==> config.mk <==
export PLATFORM = sky130hd
export DESIGN_NAME = shared_bus_regbank
export DESIGN_NICKNAME = d
export VERILOG_FILES = /design/src/rtl/regbank_pkg.sv /design/src/rtl/rb_cell.sv /design/src/rtl/rb_resolve.sv /design/src/rtl/shared_bus_regbank.sv
export SDC_FILE = /design/constraint.sdc
export NUM_CORES = 1
export LEC_CHECK = 0
export BUFFER_PORTS_ARGS = -buffer_cell sky130_fd_sc_hd__buf_4
export CAP_MARGIN = 15
export CORE_MARGIN = 3
export CORE_UTILIZATION = 54
export CTS_CLUSTER_DIAMETER = 60
export CTS_CLUSTER_SIZE = 28
export DETAILED_ROUTE_END_ITERATION = 6
export PLACE_DENSITY = 0.89
export SYNTH_ARGS = -nofsm -noshare
export SYNTH_HDL_FRONTEND = slang
export SYNTH_SLANG_ARGS = --single-unit
export TNS_END_PERCENT = 10
==> constraint.sdc <==
create_clock -name clk -period 1.78 [get_ports clk]
set_input_delay 0.356 -clock clk [delete_from_list [all_inputs] [get_ports clk]]
set_output_delay 0.356 -clock clk [all_outputs]
set_load 0.02 [all_outputs]
==> src/rtl/regbank_pkg.sv <==
package regbank_pkg;
  localparam int unsigned DEF_NREG  = 3;
  localparam int unsigned DEF_WIDTH = 8;

  // one bus lane contribution: a data bit passes only while its enable is high
  function automatic logic lane_gate(input logic d, input logic en);
    return d & en;
  endfunction

  // wired-OR merge of one bit into an accumulating lane
  function automatic logic lane_merge(input logic acc, input logic d);
    return acc | d;
  endfunction
endpackage

==> src/rtl/rb_cell.sv <==
module rb_cell
  import regbank_pkg::*;
#(
  parameter int unsigned WIDTH = DEF_WIDTH
) (
  input  logic             clk,
  input  logic             rst,
  input  logic             store,
  input  logic             enable,
  input  logic [WIDTH-1:0] bus_in,
  output logic [WIDTH-1:0] q_o,
  output logic [WIDTH-1:0] drive_o
);
  logic [WIDTH-1:0] q;

  always_ff @(posedge clk) begin
    if (rst)        q <= '0;
    else if (store) q <= bus_in;
  end

  always_comb begin
    for (int b = 0; b < WIDTH; b++) drive_o[b] = lane_gate(q[b], enable);
  end

  assign q_o = q;
endmodule

==> src/rtl/rb_resolve.sv <==
module rb_resolve
  import regbank_pkg::*;
#(
  parameter int unsigned NREG  = DEF_NREG,
  parameter int unsigned WIDTH = DEF_WIDTH
) (
  input  logic [NREG*WIDTH-1:0] drives_i,
  input  logic [WIDTH-1:0]      ext_data_i,
  input  logic                  ext_valid_i,
  output logic [WIDTH-1:0]      bus_o
);
  always_comb begin
    for (int b = 0; b < WIDTH; b++) begin
      bus_o[b] = lane_gate(ext_data_i[b], ext_valid_i);
      for (int k = 0; k < NREG; k++)
        bus_o[b] = lane_merge(bus_o[b], drives_i[k*WIDTH + b]);
    end
  end
endmodule

==> src/rtl/shared_bus_regbank.sv <==
module shared_bus_regbank
  import regbank_pkg::*;
#(
  parameter int unsigned NREG  = DEF_NREG,
  parameter int unsigned WIDTH = DEF_WIDTH
) (
  input  logic             clk,
  input  logic             rst,
  input  logic [NREG-1:0]  store_i,
  input  logic [NREG-1:0]  enable_i,
  input  logic [WIDTH-1:0] ext_data_i,
  input  logic             ext_valid_i,
  output logic [WIDTH-1:0] bus_o
);
  localparam int unsigned FLATW = NREG * WIDTH;

  // named internal wires, visible to the bound checker
  logic [FLATW-1:0] q_flat;
  logic [FLATW-1:0] drive_flat;
  logic [WIDTH-1:0] bus_w;

  for (genvar k = 0; k < NREG; k++) begin : g_reg
    rb_cell #(.WIDTH(WIDTH)) u_cell (
      .clk     (clk),
      .rst     (rst),
      .store   (store_i[k]),
      .enable  (enable_i[k]),
      .bus_in  (bus_w),
      .q_o     (q_flat[k*WIDTH +: WIDTH]),
      .drive_o (drive_flat[k*WIDTH +: WIDTH])
    );
  end

  rb_resolve #(.NREG(NREG), .WIDTH(WIDTH)) u_resolve (
    .drives_i    (drive_flat),
    .ext_data_i  (ext_data_i),
    .ext_valid_i (ext_valid_i),
    .bus_o       (bus_w)
  );

  assign bus_o = bus_w;
endmodule

==> results of run 1 <==
## logic make-up after synthesis
group                  share of synthesized area
flip-flops                                 0.478
buffers and inverters                     0.0735
AO/OA/AOI/OAI                              0.329
AND/OR/NAND/NOR                            0.120
## area by class of cell
| class | instances | area share |
|---|---|---|
| Multi-Input combinational cell | 72 | 0.380 |
| Tap cell | 24 | 0.0253 |
| Clock buffer | 4 | 0.0306 |
| Sequential cell | 24 | 0.405 |
| Timing Repair Buffer | 25 | 0.158 |
## layout by cell type, fill, tap and decap left out
cell,count
clkbuf_4,3
a22oi_1,16
buf_4,25
clkbuf_8,1
a311oi_1,24
nor2_1,24
nand2_1,8
dfxtp_1,24
## worst register-to-register path, delay by kind of cell, from the launching register on
kind | cells | cell delay, ns
buf+inv | 1 | 0.15
compound gates | 2 | 0.39
flops | 1 | 0.36
## worst max-delay path by stage
| stage | end | from |
|---|---|---|
| floorplan | bus_o[0] | enable_i[0] |
| global placement | bus_o[6] | enable_i[2] |
| detailed placement | bus_o[6] | enable_i[2] |
| CTS | bus_o[3] | g_reg[0].u_cell.q_o[3] |
| global route | bus_o[2] | g_reg[0].u_cell.q_o[2] |
| finish | bus_o[5] | g_reg[2].u_cell.q_o[5] |
## per-layer routing
| metal | GRT usage | routed length, um | up-vias |
|---|---|---|---|
| met5 | 0 | 0 | - |
| met4 | 0.0711 | 10 | 0 |
| met3 | 0.0520 | 183 | 2 |
| met2 | 0.388 | 1210 | 40 |
| met1 | 0.240 | 1010 | 449 |
| li1 | - | - | 456 |
## stage by stage
step,total power [uW],setup WS [ns],hold slack (ns),cell area (sq um),cells
after floorplan,772,0.449,0.428,1000,108
after global placement,847,0.344,0.469,1150,145
after detailed placement,856,0.326,0.480,1150,145
after CTS,1140,0.180,0.353,1180,149
after global routing,1190,0.0773,0.367,1180,149
final,1130,0.176,0.366,1180,149
## report_power, final
| part | internal, uW | switching, uW | total [uW] | leakage [uW] |
|---|---|---|---|---|
| combinational | 102 | 138 | 240 | 0.000256 |
| sequential | 583 | 23.9 | 607 | 0.000200 |
| clock | 125 | 163 | 288 | 0.0000210 |
==> flow_summary.toml, run 1 <==
[global_route]
antenna_found_initial = 0
grt_max_degree = 25
grt.total_usage = 0.214
grt_pass1_wl_um = 4110
grt_pass1_vias = 913
grt-ovfl-total = 0

[drt]
vias_per_cell = 6.36
first_iter_violations = 21
drc_errors = 0
ant_nets = 0
vias = 947
post_drt_wl_per_cell_um = 16.2
wl_um = 2420
drt_first_pass_iters = 4

[critical_path]
crit_type = "register to output port"
r2r_slack_ns = 0.80
crit_chain = "a22oi_1, nand2_1, buf_4"
r2r.worst_path.cells = 3
timing.rr.start = "g_reg[2].u_cell.q_o[3]"
startpoint_type = "register"
timing.critical_path.buf_inv = 1
path_depth = 3
cp.required_ns = 1.42
cp_top_family = "flip-flops"
end_kind = "output port"
critPathMaxFanout = 4
crit_arrival_ns = 1.25
slowest_delay_ns = 0.34
cp_slowest_cell = "dfxtp_1"
timing.rr.end = "g_reg[1].u_cell.q_o[3]"

[timing]
layout_min_cycle_time_ns = 1.60
timing.fmax_ghz = 0.623
tightest_slew_ns = 0.367
finalCritPeriodShare = 0.901
slew_viol_final = 0
finClkSkew_ns = 0.00627
finalSetupTns_ns = 0
rsz0062_at_grt = "false"
setup_viol = 0
slew_headroom = 0.755
hold_viol = 0

[die]
ios = 25
fp.dieH_um = 49.1
core_area_sq_mm = 0.00163
dieArea_sq_mm = 0.00241
start_util = 0.617
die_w_um = 49.1
core.rowCount = 14

[cts]
clock_latency_ns = 0.31
cts_resized = 0
cts_tree = "yes"
clockRootBuffer = "clkbuf_4"
ctsHoldBuffers = 0
path_clk_slew_ns = 0.13
cts.sinks = 24
clockBufferDepth = 2
cts.htree.levels = 1
cts_buffers = 3
cts_setup_buffers = 0

[logic_synthesis]
postSynthAreaPerCell_sq_um = 9.30
synth_async_sr_flop_share = 0
synth_top_area_frac = 0.478
synth_seq_cells = 24
synth_flop_cell = "dfxtp_1"
synth_fp_nets = 125
synth_area_sq_mm = 0.00100
ys_warn_count = 0
synth_edf_count = 0
ys_types = 9
netlist_top_cells_count = "a311oi_1, dfxtp_1, nor2_1"
synth_seq_area_share = 0.478
syn_inst = 108
synth.area.top_cells = "dfxtp_1, a311oi_1, a22oi_1, nor2_1, buf_4"
synth_top_area_cell = "dfxtp_1"

[min_path]
min_from = "store_i[2]"
hold_class = "input pin to register"
hold_depth = 2
holdPathEnd = "g_reg[2].u_cell.q_o[3]"

[cells_and_area]
largest_reg_flops = 24
ff_latch_area_sq_um = 480
n_antenna_cell = 0
drive_gt1_frac = 0.232
area_growth_pct = 17.9
utilization = 0.727
fin_nets = 143
multi_input_area_sq_um = 450
fillCellCount = 143

[placed_design]
dpl.hpwl_um = 1570
gp_congestion = 0.740
port_buffers = 24

[power]
leakagePower_uw = 0.000476
vdd_ir_drop_max_mv = 0.702
power_density_mw_per_mm2 = 958

[run]
maxCapViolCount = 0

[status]
status = "complete, no violations"
Power figures use the tool's default switching activity.
==> run 2: changes to the inputs <==
--- a/config.mk
+++ b/config.mk
@@ -12,6 +12,7 @@
 export CTS_CLUSTER_DIAMETER = 60
 export CTS_CLUSTER_SIZE = 28
 export DETAILED_ROUTE_END_ITERATION = 6
+export GPL_TIMING_DRIVEN = 0
 export PLACE_DENSITY = 0.89
 export SYNTH_ARGS = -nofsm -noshare
 export SYNTH_HDL_FRONTEND = slang
==> flow_summary.toml, run 2 (synthesis results as in run 1) <==
[status]
status = "complete, no violations"

[timing]
finClkSkew_ns = 0.00380
slew_headroom = 0.650
hold_viol = 0
slew_viol_final = 0
setup_viol = 0
finalCritPeriodShare = 0.904
tightest_slew_ns = 0.525
layout_min_cycle_time_ns = 1.61
rsz0062_at_grt = "false"
timing.fmax_ghz = 0.621
finalSetupTns_ns = 0

[drt]
post_drt_wl_per_cell_um = 17.2
drc_errors = 0
highest_layer = "met4"
drt_first_pass_iters = 4
first_iter_violations = 34
vias = 971
met1_length_um = 967
wl_um = 2610
wl_met2_um = 1350
ant_nets = 0
vias_per_cell = 6.39
wl_met3_um = 274

[global_route]
grt_pass1_wl_um = 4350
grt-ovfl-total = 0
grt.total_usage = 0.231
grt_pass1_vias = 978
grt_max_degree = 13
antenna_found_initial = 0

[cts]
clock_latency_ns = 0.31
ctsHoldBuffers = 0
cts.sinks = 24
clockRootBuffer = "clkbuf_4"
cts_setup_buffers = 0
cts_buffers = 3
cts_tree = "yes"
cts_resized = 0
clockBufferDepth = 2
path_clk_slew_ns = 0.12
cts.htree.levels = 1

[cells_and_area]
finalNonFillerCells = 152
drive_gt1_frac = 0.234
largest_reg_flops = 24
fin_nets = 147
n_antenna_cell = 0
fillCellCount = 136
area_growth_pct = 17.9
final_cell_mix = "nor2_1, a311oi_1, dfxtp_1, buf_4, a22oi_1"

[critical_path]
cp.required_ns = 1.42
crit_arrival_ns = 1.25
crit_type = "register to output port"
cp_slowest_cell = "dfxtp_1"
slowest_delay_ns = 0.34
crit_chain = "a22oi_1, nand2_1, buf_4"
end_kind = "output port"
critPathMaxFanout = 4
startpoint_type = "register"

[placed_design]
dpl.hpwl_um = 1840
port_buffers = 17
gp_congestion = 0.829
dp.cells = 149

[die]
start_util = 0.617
core.rowCount = 14
ios = 25
dieArea_sq_mm = 0.00241
core_area_sq_mm = 0.00163
die_w_um = 49.1
fp.dieH_um = 49.1

[power]
power_uw = 1080
power_density_mw_per_mm2 = 912
vdd_ir_drop_max_mv = 0.648
leakagePower_uw = 0.000478

[run]
maxCapViolCount = 0

[min_path]
hold_class = "input pin to register"
run 2: final cells by class:
cell class,count,area (sq um),area share
Clock buffer,3,22.5,0.0190
Sequential cell,24,480,0.405
Timing Repair Buffer,17,128,0.108
Buffer,12,73.8,0.0623
Multi-Input combinational cell,72,450,0.380
Tap cell,24,30.0,0.0253
run 2: critical path, delay by kind of cell (launching register included):
| kind | cells | cell delay, ns |
|---|---|---|
| AOI/OAI and AO/OA | 1 | 0.33 |
| and+or+nand+nor | 1 | 0.10 |
| DFF | 1 | 0.34 |
| buffers and inverters | 1 | 0.17 |
run 2: routing by layer:
layer,track usage,up-vias
met2,0.382,53
met3,0.0673,4
met5,0,-
met4,0.0995,0
met1,0.275,453
li1,-,461
run 2: where the power goes:
group,leakage [uW],switching [uW],internal (uW)
sequential,0.000200,23.2,583
clock,0.0000138,149,79.1
combinational,0.000265,144,103
run 2: worst paths after layout:
kind,start,end,slack [ns],depth (start not counted)
max reg2reg,g_reg[2].u_cell.q_o[2],g_reg[1].u_cell.q_o[2],0.83,2
min,rst,g_reg[0].u_cell.q_o[1],0.24,2
min reg2reg,g_reg[0].u_cell.q_o[6],g_reg[0].u_cell.q_o[6],0.49,2
max,g_reg[2].u_cell.q_o[3],bus_o[3],0.17,3
run 2: stage by stage:
| step | hold WS [ns] | utilization | setup slack, ns | cell area (sq um) |
|---|---|---|---|---|
| 3_3_place_gp | 0.470 | 0.714 | 0.326 | 1160 |
| 2_1_floorplan | 0.428 | - | 0.449 | 1000 |
| 4_1_cts | 0.237 | 0.727 | 0.179 | 1180 |
| 6_report | 0.244 | 0.727 | 0.171 | 1180 |
| 3_5_place_dp | 0.478 | 0.714 | 0.294 | 1160 |
| 5_1_grt | 0.247 | 0.727 | 0.0765 | 1180 |
